## src/rtl/ilc_pkg.sv

```systemverilog
package ilc_pkg;
  localparam int MAX_CH = 32;
  localparam int ADDR_W = 6;
  localparam int DATA_W = 32;
  localparam logic [ADDR_W-1:0] OFF_CTRL  = 6'h20;
  localparam logic [ADDR_W-1:0] OFF_FREQ  = 6'h21;
  localparam logic [ADDR_W-1:0] OFF_STOP  = 6'h22;
  localparam logic [ADDR_W-1:0] OFF_VALID = 6'h23;

  typedef struct packed {
    logic              enable;
    logic [MAX_CH-1:0] stopHit;
    logic [MAX_CH-1:0] readClr;
  } ctrlStrobes_t;
endpackage

```

## src/rtl/ilc_channel.sv

```systemverilog
module ilc_channel #(
  parameter int CNT_W      = 32,
  parameter bit PULSE_MODE = 1'b0
) (
  input  logic             clk,
  input  logic             rstN,
  input  logic             enable,
  input  logic             riseEv,
  input  logic             fallEv,
  input  logic             stopReq,
  input  logic             readClr,
  output logic             running,
  output logic             valid,
  output logic [CNT_W-1:0] latency
);
  localparam logic [CNT_W-1:0] CNT_MAX = '1;

  logic [CNT_W-1:0] count;
  logic             stopEv;
  logic             done;

  assign stopEv = PULSE_MODE ? stopReq : fallEv;
  assign done   = enable && running && stopEv;

  always_ff @(posedge clk) begin
    if (!rstN) begin
      running <= 1'b0;
      count   <= '0;
      latency <= '0;
    end else if (!enable) begin
      running <= 1'b0;
      count   <= '0;
    end else if (!running) begin
      if (riseEv) begin
        running <= 1'b1;
        count   <= CNT_W'(1);
      end
    end else if (stopEv) begin
      running <= 1'b0;
      latency <= count;
      count   <= '0;
    end else if (count != CNT_MAX) begin
      count <= count + CNT_W'(1);
    end
  end

  always_ff @(posedge clk) begin
    if (!rstN)        valid <= 1'b0;
    else if (done)    valid <= 1'b1;
    else if (readClr) valid <= 1'b0;
  end
endmodule

```

## src/rtl/ilc_datapath.sv

```systemverilog
module ilc_datapath
  import ilc_pkg::*;
#(
  parameter int NUM_CH     = 5,
  parameter int CNT_W      = 32,
  parameter bit PULSE_MODE = 1'b0
) (
  input  logic                         clk,
  input  logic                         rstN,
  input  logic [NUM_CH-1:0]            irqIn,
  input  ctrlStrobes_t                 strobes,
  output logic [NUM_CH-1:0]            runMask,
  output logic [NUM_CH-1:0]            validMask,
  output logic [NUM_CH-1:0][CNT_W-1:0] latency
);
  logic [NUM_CH-1:0] syncA, syncB, irqPrev;
  logic [NUM_CH-1:0] riseVec, fallVec;

  always_ff @(posedge clk) begin
    if (!rstN) begin
      syncA   <= '0;
      syncB   <= '0;
      irqPrev <= '0;
    end else begin
      syncA   <= irqIn;
      syncB   <= syncA;
      irqPrev <= syncB;
    end
  end

  assign riseVec = syncB & ~irqPrev;
  assign fallVec = ~syncB & irqPrev;

  for (genvar ch = 0; ch < NUM_CH; ch++) begin : gChan
    ilc_channel #(
      .CNT_W     (CNT_W),
      .PULSE_MODE(PULSE_MODE)
    ) uChan (
      .clk    (clk),
      .rstN   (rstN),
      .enable (strobes.enable),
      .riseEv (riseVec[ch]),
      .fallEv (fallVec[ch]),
      .stopReq(strobes.stopHit[ch]),
      .readClr(strobes.readClr[ch]),
      .running(runMask[ch]),
      .valid  (validMask[ch]),
      .latency(latency[ch])
    );
  end
endmodule

```

## src/rtl/ilc_control.sv

```systemverilog
module ilc_control
  import ilc_pkg::*;
#(
  parameter int          NUM_CH     = 5,
  parameter int          CNT_W      = 32,
  parameter bit          PULSE_MODE = 1'b0,
  parameter logic [31:0] CLK_HZ     = 32'd50_000_000,
  parameter logic [23:0] VERSION    = 24'h000100
) (
  input  logic                         clk,
  input  logic                         rstN,
  input  logic [ADDR_W-1:0]            busAddr,
  input  logic                         busWrite,
  input  logic [DATA_W-1:0]            busWrData,
  input  logic                         busRead,
  output logic [DATA_W-1:0]            busRdData,
  input  logic [NUM_CH-1:0]            runMask,
  input  logic [NUM_CH-1:0]            validMask,
  input  logic [NUM_CH-1:0][CNT_W-1:0] latency,
  output ctrlStrobes_t                 strobes,
  output logic                         globalEn
);
  localparam logic [5:0] CH_FIELD = 6'(NUM_CH);

  logic [DATA_W-1:0] rdMux;
  logic [MAX_CH-1:0] clrVec;

  always_ff @(posedge clk) begin
    if (!rstN) globalEn <= 1'b0;
    else if (busWrite && busAddr == OFF_CTRL) globalEn <= busWrData[0];
  end

  always_comb begin
    clrVec = '0;
    for (int ch = 0; ch < NUM_CH; ch++)
      if (busRead && int'(busAddr) == ch) clrVec[ch] = 1'b1;
  end

  always_comb begin
    strobes.enable  = globalEn;
    strobes.stopHit = (busWrite && busAddr == OFF_STOP) ? MAX_CH'(busWrData) : '0;
    strobes.readClr = clrVec;
  end

  always_comb begin
    rdMux = '0;
    for (int ch = 0; ch < NUM_CH; ch++)
      if (int'(busAddr) == ch) rdMux = DATA_W'(latency[ch]);
    case (busAddr)
      OFF_CTRL:  rdMux = {VERSION, CH_FIELD, PULSE_MODE, globalEn};
      OFF_FREQ:  rdMux = CLK_HZ;
      OFF_STOP:  rdMux = DATA_W'(runMask);
      OFF_VALID: rdMux = DATA_W'(validMask);
      default:   ;
    endcase
  end

  always_ff @(posedge clk) begin
    if (!rstN)        busRdData <= '0;
    else if (busRead) busRdData <= rdMux;
    else              busRdData <= '0;
  end
endmodule

```

## src/rtl/irq_latency_meter.sv

```systemverilog
module irq_latency_meter
  import ilc_pkg::*;
#(
  parameter int          NUM_CH     = 5,
  parameter int          CNT_W      = 32,
  parameter bit          PULSE_MODE = 1'b0,
  parameter logic [31:0] CLK_HZ     = 32'd50_000_000,
  parameter logic [23:0] VERSION    = 24'h000100
) (
  input  logic              clk,
  input  logic              rstN,
  input  logic [NUM_CH-1:0] irqIn,
  input  logic [5:0]        busAddr,
  input  logic              busWrite,
  input  logic [31:0]       busWrData,
  input  logic              busRead,
  output logic [31:0]       busRdData
);
  ctrlStrobes_t                 strobes;
  logic                         globalEn;
  logic [NUM_CH-1:0]            runMask;
  logic [NUM_CH-1:0]            validMask;
  logic [NUM_CH-1:0][CNT_W-1:0] latency;

  ilc_control #(
    .NUM_CH(NUM_CH), .CNT_W(CNT_W), .PULSE_MODE(PULSE_MODE),
    .CLK_HZ(CLK_HZ), .VERSION(VERSION)
  ) uCtrl (
    .clk(clk), .rstN(rstN), .busAddr(busAddr), .busWrite(busWrite),
    .busWrData(busWrData), .busRead(busRead), .busRdData(busRdData),
    .runMask(runMask), .validMask(validMask), .latency(latency),
    .strobes(strobes), .globalEn(globalEn)
  );

  ilc_datapath #(
    .NUM_CH(NUM_CH), .CNT_W(CNT_W), .PULSE_MODE(PULSE_MODE)
  ) uData (
    .clk(clk), .rstN(rstN), .irqIn(irqIn), .strobes(strobes),
    .runMask(runMask), .validMask(validMask), .latency(latency)
  );
endmodule

```

## config.mk

```make
export PLATFORM = sky130hd
export DESIGN_NAME = irq_latency_meter
export DESIGN_NICKNAME = d
export VERILOG_FILES = /design/src/rtl/ilc_pkg.sv /design/src/rtl/ilc_channel.sv /design/src/rtl/ilc_datapath.sv /design/src/rtl/ilc_control.sv /design/src/rtl/irq_latency_meter.sv
export SDC_FILE = /design/constraint.sdc
export NUM_CORES = 1
export LEC_CHECK = 0
export ABC_AREA = 1
export BUFFER_PORTS_ARGS = -buffer_cell sky130_fd_sc_hd__buf_4
export CAP_MARGIN = 20
export CORE_MARGIN = 3
export CORE_UTILIZATION = 40
export DETAILED_ROUTE_END_ITERATION = 10
export GPL_TIMING_DRIVEN = 0
export HOLD_SLACK_MARGIN = 0.05
export MAX_ROUTING_LAYER = met4
export PLACE_DENSITY = 0.68
export SLEW_MARGIN = 0
export SYNTH_ARGS = -nofsm -noshare
export SYNTH_HDL_FRONTEND = slang
export SYNTH_SLANG_ARGS = --single-unit
```

## constraint.sdc

```tcl
create_clock -name clk -period 5.7 [get_ports clk]
set_clock_uncertainty 0.2 [all_clocks]
set_input_delay 0.285 -clock clk [delete_from_list [all_inputs] [get_ports clk]]
set_output_delay 0.285 -clock clk [all_outputs]
set_load 0.01 [all_outputs]
```

==> metrics.txt, run 1 <==
# TYPE chip_impl_metric gauge
chip_impl_metric{name="synth_largest_type_area_fraction",unit=""} 0.406
chip_impl_info{name="grt_setup_unrepaired",value="no"} 1
chip_impl_metric{name="portBuffers",unit=""} 46
chip_impl_metric{name="route.antenna.remaining_nets",unit=""} 0
chip_impl_metric{name="global_route_wire_length_before_repair",unit="mm"} 101
chip_impl_metric{name="ir_drop",unit="V"} 0.000221
chip_impl_metric{name="synth-seq-area-share",unit=""} 0.406
chip_impl_info{name="startpoint_type",value="register"} 1
chip_impl_metric{name="min_period_over_period",unit=""} 0.625
chip_impl_metric{name="vias",unit=""} 19300
chip_impl_info{name="worst_r2r_endpoint",value="uData.gChan[0].uChan.count[17]$_SDFFE_PN0P_"} 1
chip_impl_info{name="criticalPathCategory",value="register to register"} 1
chip_impl_metric{name="cts-resized-gates",unit=""} 0
chip_impl_metric{name="count_of_yosys_warnings_during_synthesis",unit=""} 0
chip_impl_metric{name="cts-hold-fix-buffers",unit=""} 9
chip_impl_metric{name="drt-vias-per-instance",unit=""} 5.47
chip_impl_metric{name="critical_path_maximum_fanout",unit=""} 10
chip_impl_metric{name="floorplan.io_pins",unit=""} 79
chip_impl_metric{name="largest_net_degree_at_the_start_of_global_routing",unit=""} 15
chip_impl_metric{name="power.leakage",unit="nW"} 7.37
chip_impl_info{name="end_kind",value="register"} 1
chip_impl_metric{name="cp.arrival",unit="ns"} 3.87
chip_impl_metric{name="hpwl_after_detailed_placement",unit="mm"} 50.9
chip_impl_metric{name="r2r_setup_slk",unit="ns"} 2.14
chip_impl_metric{name="postCtsSetupRepairBufs",unit=""} 0
chip_impl_info{name="largest_area_contributor_in_the_netlist",value="sky130_fd_sc_hd__dfxtp_1"} 1
chip_impl_metric{name="place.gp.congestion",unit=""} 0.985
chip_impl_metric{name="count_of_flip_flops_with_a_built_in_enable_after_synthesis",unit=""} 0
chip_impl_metric{name="drt_pass1_iterations",unit=""} 6
chip_impl_info{name="netlist_top_cells_area",value="sky130_fd_sc_hd__dfxtp_1, sky130_fd_sc_hd__nand2_1, sky130_fd_sc_hd__a21oi_1"} 1
chip_impl_info{name="r2r-start",value="uCtrl.globalEn$_SDFFE_PN0P_"} 1
chip_impl_info{name="synth_flop_cell",value="sky130_fd_sc_hd__dfxtp_1"} 1
chip_impl_metric{name="timing.final.setup_violations",unit=""} 0
chip_impl_metric{name="final_layout_size_suffix_gt1_frac",unit=""} 0.0787
chip_impl_metric{name="synth_cell_type_count",unit=""} 44
chip_impl_metric{name="setup_total_negative_slack",unit="ns"} 0
chip_impl_metric{name="power_density",unit="nW/um2"} 263
chip_impl_info{name="ctsRootBufferMaster",value="sky130_fd_sc_hd__clkbuf_16"} 1
chip_impl_metric{name="timing.max_cap.violations",unit=""} 0
chip_impl_info{name="cts_tree",value="done"} 1
chip_impl_metric{name="clk_pin_slew",unit="ns"} 0.06
chip_impl_metric{name="max_slew_headroom",unit=""} 0.211
chip_impl_metric{name="numClockSinks",unit=""} 378
chip_impl_metric{name="nets",unit=""} 2955
chip_impl_metric{name="placement_rows",unit=""} 78
chip_impl_metric{name="min_delay_path_depth",unit=""} 5
chip_impl_metric{name="cts-buffers-inserted",unit=""} 43
chip_impl_metric{name="hold_ws",unit="ns"} 0.136
chip_impl_metric{name="fin_crit",unit="ns"} 3.56
chip_impl_metric{name="drv_slew",unit=""} 0
chip_impl_metric{name="post_synth.cell_area_avg",unit="um2"} 6.64
chip_impl_metric{name="cell_area_after_synthesis",unit="um2"} 18600
chip_impl_info{name="hold_path_startpoint",value="busAddr[5]"} 1
chip_impl_metric{name="worst-slew-pin-transition",unit="ns"} 1.18
chip_impl_info{name="outcome",value="finished clean"} 1
chip_impl_metric{name="max_clock_freq",unit="MHz"} 281
chip_impl_metric{name="globalRouteOverflowTotal",unit=""} 0
chip_impl_metric{name="num_antenna_cells",unit=""} 0
chip_impl_metric{name="grt.total_usage",unit=""} 0.266
chip_impl_metric{name="routed_wl",unit="mm"} 66.4
chip_impl_metric{name="antenna_found_initial",unit=""} 0
chip_impl_metric{name="ctsHtreeMaxLevel",unit=""} 2
chip_impl_metric{name="initial_core_util",unit=""} 0.408
chip_impl_metric{name="die_h",unit="um"} 222
chip_impl_metric{name="final_hold_violating_endpoints",unit=""} 0
chip_impl_metric{name="number_of_global_route_vias_before_repair",unit=""} 17600
chip_impl_metric{name="clock_latency",unit="ns"} 0.57
chip_impl_metric{name="route.detailed.drc",unit=""} 0
chip_impl_metric{name="worst_ep_required_time",unit="ns"} 6.01
chip_impl_metric{name="floorplan.core_area",unit="um2"} 45700
chip_impl_info{name="most_common_library_cell_in_the_layout_ignoring_fill_and_taps",value="sky130_fd_sc_hd__nand2_1"} 1
chip_impl_metric{name="ys_seq_elements",unit=""} 378
chip_impl_metric{name="dr.first_iter.drc_count",unit=""} 2078
chip_impl_info{name="hp-class",value="primary input to register"} 1
chip_impl_metric{name="mappedNetlistNets",unit=""} 2855
chip_impl_info{name="hold_path_end",value="uData.gChan[3].uChan.valid$_SDFFE_PN0P_"} 1
chip_impl_metric{name="floorplan.die.width",unit="um"} 222
chip_impl_info{name="mostFrequentLayoutCells",value="sky130_fd_sc_hd__nand2_1, sky130_fd_sc_hd__dfxtp_1, sky130_fd_sc_hd__nor2_1, sky130_fd_sc_hd__inv_1, sky130_fd_sc_hd__a21oi_1"} 1
chip_impl_metric{name="die-area",unit="um2"} 49200
chip_impl_metric{name="avgRoutedWirePerCell",unit="um"} 18.8
chip_impl_metric{name="flow.area_growth_from_synthesis",unit="%"} 13.9
chip_impl_metric{name="synth-async-reset-ratio",unit=""} 0
chip_impl_metric{name="syn-instance-count",unit=""} 2803
chip_impl_metric{name="clock_path_buffers",unit=""} 3
chip_impl_metric{name="worst-r2r-cell-count",unit=""} 7
## report_power, final
part	internal, mW	switching [mW]	leakage, nW
sequential	2.65	0.00311	3.05
combinational	0.0412	0.0993	3.64
clock	1.62	1.17	0.685
## cell usage after synthesis, types with 10 or more instances
cell                       count
sky130_fd_sc_hd__clkbuf_1     84
sky130_fd_sc_hd__buf_2        10
sky130_fd_sc_hd__a31oi_1      17
sky130_fd_sc_hd__o21ai_0     230
sky130_fd_sc_hd__inv_1       295
sky130_fd_sc_hd__nor2_1      361
sky130_fd_sc_hd__nand4_1      88
sky130_fd_sc_hd__nor3_1       52
sky130_fd_sc_hd__a21oi_2      19
sky130_fd_sc_hd__nand2_1     672
sky130_fd_sc_hd__nand3_1     149
sky130_fd_sc_hd__nand2_2      28
sky130_fd_sc_hd__a21oi_1     273
sky130_fd_sc_hd__a22oi_1      12
sky130_fd_sc_hd__o21bai_1     15
sky130_fd_sc_hd__o22ai_1      13
sky130_fd_sc_hd__dfxtp_1     378
## cell families after synthesis
| kind of cell | count (synthesis) | share of synthesized area |
|---|---|---|
| AO/OA/AOI/OAI | 592 | 0.170 |
| XOR/XNOR | 9 | 0.00423 |
| adder cells (fa/ha/maj) | 5 | 0.00336 |
| buffers and inverters | 423 | 0.0925 |
| flip-flops | 378 | 0.406 |
| AND/OR/NAND/NOR | 1396 | 0.323 |
## cell type report
type	count	area, um2
fill	4699	24500
buffer	112	553
clock inverter	21	220
inverter	311	1170
multi-input combinational	2002	9330
tap	600	751
sequential	378	7570
timing repair buffer	55	435
clock buffer	57	1190
## how the worst max path moves through the flow
stage / cells after the start / to / startpoint / slack, ns
2_1_floorplan: 11 / uData.gChan[0].uChan.count[29]$_SDFFE_PN0P_ / uData.gChan[0].uChan.count[0]$_SDFFE_PN0P_ / 3.73
3_3_place_gp: 7 / uData.gChan[0].uChan.count[17]$_SDFFE_PN0P_ / uCtrl.globalEn$_SDFFE_PN0P_ / 2.22
3_5_place_dp: 7 / uData.gChan[0].uChan.count[17]$_SDFFE_PN0P_ / uCtrl.globalEn$_SDFFE_PN0P_ / 2.18
4_1_cts: 7 / uData.gChan[0].uChan.count[17]$_SDFFE_PN0P_ / uCtrl.globalEn$_SDFFE_PN0P_ / 2.15
5_1_grt: 7 / uData.gChan[0].uChan.count[17]$_SDFFE_PN0P_ / uCtrl.globalEn$_SDFFE_PN0P_ / 2.14
6_report: 7 / uData.gChan[0].uChan.count[17]$_SDFFE_PN0P_ / uCtrl.globalEn$_SDFFE_PN0P_ / 2.14
## routing by layer
layer	share of wire	global-route usage	vias to the layer above
met4	0.030	0.0791	0
met3	0.086	0.0383	114
met1	0.44	0.363	9071
li1	-	-	9344
met5	0	-	-
met2	0.44	0.412	804
## stage by stage
stage	util	power [mW]	std cells	setup WS (ns)	area (um2)
finish	0.464	5.58	3536	2.14	21200
floorplan	-	2.79	2803	3.73	18600
global placement	0.432	2.84	3449	2.22	19700
detailed placement	0.432	2.84	3449	2.18	19700
global route	0.464	5.72	3536	2.14	21200
CTS	0.464	5.62	3536	2.15	21200
## sequential cells by signal, summed over array words and instances, names as in the netlist
register / flops
uCtrl.busRdData: 32
uCtrl.globalEn: 1
uData.gChan.uChan.count: 160
uData.gChan.uChan.latency: 160
uData.gChan.uChan.running: 5
uData.gChan.uChan.valid: 5
uData.irqPrev: 5
uData.syncA: 5
uData.syncB: 5
## critical path, cell delays in order (launching register included)
cell	delay, ns
sky130_fd_sc_hd__dfxtp_1	0.31
sky130_fd_sc_hd__clkbuf_1	0.68
sky130_fd_sc_hd__nand2_1	0.39
sky130_fd_sc_hd__inv_1	0.52
sky130_fd_sc_hd__clkbuf_1	0.81
sky130_fd_sc_hd__o21a_1	0.34
sky130_fd_sc_hd__o21ai_0	0.13
sky130_fd_sc_hd__nor2_1	0.10
No activity file was read; power rests on OpenSTA's default activity.
==> inputs of run 2 (changes only) <==
clock period = 3.5 ns   (was 5.7 ns; I/O delays follow)
==> run 2 against run 1 <==
  * Final area up 0.38%
  * Worst setup slack worse by 2.0 ns
  * Clock power increased by 62%
  * Wire length rose by 0.18%
  * Power up 63%
  * Critical endpoint is now uData.gChan[4].uChan.count[10]$_SDFFE_PN0P_
  * Largest cell class unchanged
  * Highest routed layer unchanged
==> metrics.txt, run 2 (synthesis results as in run 1) <==
# TYPE chip_impl_metric gauge
chip_impl_metric{name="switching_power",unit="mW"} 2.06
chip_impl_metric{name="route.detailed.drc",unit=""} 0
chip_impl_metric{name="floorplan.core_area",unit="um2"} 45700
chip_impl_metric{name="setup_total_negative_slack",unit="ns"} 0
chip_impl_metric{name="ir_drop",unit="V"} 0.000364
chip_impl_metric{name="number_of_global_route_vias_before_repair",unit=""} 17700
chip_impl_metric{name="pre_cts_ws",unit="ns"} -0.0199
chip_impl_metric{name="peak_per_stage_delay_on_the_critical_path",unit="ns"} 0.70
chip_impl_metric{name="ctsHtreeMaxLevel",unit=""} 2
chip_impl_metric{name="initial_core_util",unit=""} 0.408
chip_impl_metric{name="numClockSinks",unit=""} 378
chip_impl_metric{name="dr.first_iter.drc_count",unit=""} 2129
chip_impl_metric{name="clock_latency",unit="ns"} 0.57
chip_impl_info{name="startpoint_type",value="register"} 1
chip_impl_metric{name="vias",unit=""} 19400
chip_impl_metric{name="switching_share",unit=""} 0.227
chip_impl_metric{name="drt-vias-per-instance",unit=""} 5.49
chip_impl_info{name="path_delay_family",value="buffers and inverters"} 1
chip_impl_info{name="ctsRootBufferMaster",value="sky130_fd_sc_hd__clkbuf_16"} 1
chip_impl_info{name="cp_cell_sequence",value="clkbuf_1 -> nand2_1 -> inv_1 -> o21ai_1 -> inv_1 -> buf_2 -> o21ai_0 -> nor2_1"} 1
chip_impl_metric{name="timing.final.setup_violations",unit=""} 0
chip_impl_info{name="critPathSlowestCell",value="sky130_fd_sc_hd__clkbuf_1"} 1
chip_impl_metric{name="layout.filler_cells",unit=""} 4697
chip_impl_metric{name="flow.area_growth_from_synthesis",unit="%"} 14.4
chip_impl_metric{name="pwr-share-clk",unit=""} 0.499
chip_impl_metric{name="drv_slew",unit=""} 0
chip_impl_info{name="outcome",value="finished clean"} 1
chip_impl_info{name="hp-class",value="primary input to register"} 1
chip_impl_metric{name="die-area",unit="um2"} 49200
chip_impl_metric{name="antenna_found_initial",unit=""} 0
chip_impl_metric{name="crit_buf_inv",unit=""} 4
chip_impl_metric{name="largest_net_degree_at_the_start_of_global_routing",unit=""} 15
chip_impl_metric{name="floorplan.io_pins",unit=""} 79
chip_impl_metric{name="globalRouteOverflowTotal",unit=""} 0
chip_impl_metric{name="clock_path_buffers",unit=""} 3
chip_impl_metric{name="floorplan.die.width",unit="um"} 222
chip_impl_metric{name="nets",unit=""} 2963
chip_impl_metric{name="worst_ep_required_time",unit="ns"} 3.80
chip_impl_metric{name="worst-slew-pin-transition",unit="ns"} 1.22
chip_impl_info{name="reg_top3",value="uData.gChan.uChan.count x160, uData.gChan.uChan.latency x160, uCtrl.busRdData x32"} 1
chip_impl_metric{name="portBuffers",unit=""} 46
chip_impl_info{name="criticalPathCategory",value="register to register"} 1
chip_impl_metric{name="power_density",unit="nW/um2"} 426
chip_impl_metric{name="power.internal",unit="mW"} 7.02
chip_impl_metric{name="global_route_wire_length_before_repair",unit="mm"} 101
chip_impl_metric{name="route.antenna.remaining_nets",unit=""} 0
chip_impl_metric{name="final_hold_violating_endpoints",unit=""} 0
chip_impl_metric{name="power.combinational.fraction",unit=""} 0.026
chip_impl_metric{name="die_h",unit="um"} 222
chip_impl_metric{name="num_antenna_cells",unit=""} 0
chip_impl_info{name="most_common_library_cell_in_the_layout_ignoring_fill_and_taps",value="sky130_fd_sc_hd__nand2_1"} 1
chip_impl_metric{name="timing.max_cap.violations",unit=""} 0
chip_impl_metric{name="routed_wl",unit="mm"} 66.5
chip_impl_metric{name="clk_pin_slew",unit="ns"} 0.06
chip_impl_metric{name="place.gp.congestion",unit=""} 0.985
chip_impl_metric{name="power.leakage",unit="nW"} 7.40
chip_impl_metric{name="avgRoutedWirePerCell",unit="um"} 18.8
chip_impl_metric{name="max_clock_freq",unit="MHz"} 297
chip_impl_info{name="end_kind",value="register"} 1
chip_impl_metric{name="drt_pass1_iterations",unit=""} 6
chip_impl_metric{name="fin_crit",unit="ns"} 3.37
chip_impl_metric{name="grt.total_usage",unit=""} 0.267
chip_impl_metric{name="layout_setup_ws",unit="ns"} 0.132
chip_impl_metric{name="cts-buffers-inserted",unit=""} 43
chip_impl_metric{name="postCtsSetupRepairBufs",unit=""} 0
chip_impl_info{name="mostFrequentLayoutCells",value="sky130_fd_sc_hd__nand2_1, sky130_fd_sc_hd__dfxtp_1, sky130_fd_sc_hd__nor2_1, sky130_fd_sc_hd__inv_1, sky130_fd_sc_hd__a21oi_1"} 1
chip_impl_metric{name="placement_rows",unit=""} 78
chip_impl_info{name="timing.critical_path.mode_cell",value="sky130_fd_sc_hd__inv_1"} 1
chip_impl_metric{name="p_seq_frac",unit=""} 0.475
chip_impl_metric{name="hpwl_after_detailed_placement",unit="mm"} 50.9
chip_impl_metric{name="final_layout_size_suffix_gt1_frac",unit=""} 0.0788
chip_impl_metric{name="max_slew_headroom",unit=""} 0.189
chip_impl_metric{name="cp.arrival",unit="ns"} 3.67
chip_impl_info{name="grt_setup_unrepaired",value="no"} 1
chip_impl_info{name="cts_tree",value="done"} 1
chip_impl_metric{name="critical_path_maximum_fanout",unit=""} 10
chip_impl_metric{name="min_period_over_period",unit=""} 0.962
-- run 2: through the flow --
| step | util | instances | power, mW | hold slack (ns) | area (um2) |
|---|---|---|---|---|---|
| floorplan | - | 2803 | 4.54 | 0.0726 | 18600 |
| global placement | 0.432 | 3449 | 4.62 | 0.163 | 19700 |
| detailed placement | 0.432 | 3449 | 4.63 | 0.164 | 19700 |
| CTS | 0.466 | 3544 | 9.15 | 0.0586 | 21300 |
| global route | 0.466 | 3544 | 9.33 | 0.120 | 21300 |
| finish | 0.466 | 3544 | 9.08 | 0.115 | 21300 |
-- run 2: area by class of cell --
type                            instances  area, um2  area share
Buffer                                112        554      0.0260
Clock buffer                           57       1190      0.0559
Clock inverter                         21        220      0.0103
Inverter                              311       1170      0.0549
Multi-Input combinational cell       2002       9330       0.438
Sequential cell                       378       7570       0.355
Tap cell                              600        751      0.0353
Timing Repair Buffer                   63        515      0.0242
-- run 2: metal layers --
| metal | global-route usage | share of wire |
|---|---|---|
| met1 | 0.363 | 0.44 |
| met2 | 0.412 | 0.44 |
| met4 | 0.0826 | 0.032 |
| met3 | 0.0385 | 0.087 |
| met5 | - | 0 |
-- run 2: final timing paths --
| path | start | endpoint | slack (ns) | cells past startpoint |
|---|---|---|---|---|
| worst max register to register | uCtrl.globalEn$_SDFFE_PN0P_ | uData.gChan[4].uChan.count[10]$_SDFFE_PN0P_ | 0.13 | 8 |
| worst max-delay path | uCtrl.globalEn$_SDFFE_PN0P_ | uData.gChan[4].uChan.count[10]$_SDFFE_PN0P_ | 0.13 | 8 |
| worst min register to register | uData.syncA[3]$_SDFF_PN0_ | uData.syncB[3]$_SDFF_PN0_ | 0.21 | 2 |
| worst min-delay path | busAddr[3] | uCtrl.busRdData[25]$_SDFF_PN0_ | 0.12 | 6 |
-- run 2: tightest hold or removal path: cells and delay by family --
kind / cells / cell delay, ns
AND/OR/NAND/NOR: 4 / 0.49
buffers and inverters: 2 / 0.17
-- run 2: what timing repair did --
| item | 4_1_cts | 5_1_grt |
|---|---|---|
| endpoints found under the setup margin | 2 | 0 |
| resized for setup | 1 | 0 |
| hold endpoints to repair | 41 | 0 |
| hold buffers | 17 | 0 |
-- run 2: power by group through the flow --
stage / sequential (mW) / combinational [mW] / clock, mW
after CTS: 4.32 / 0.229 / 4.61
after floorplan: 4.41 / 0.127 / 0
after detailed placement: 4.41 / 0.216 / 0
final: 4.32 / 0.235 / 4.53
after global routing: 4.31 / 0.250 / 4.77
after global placement: 4.41 / 0.214 / 0
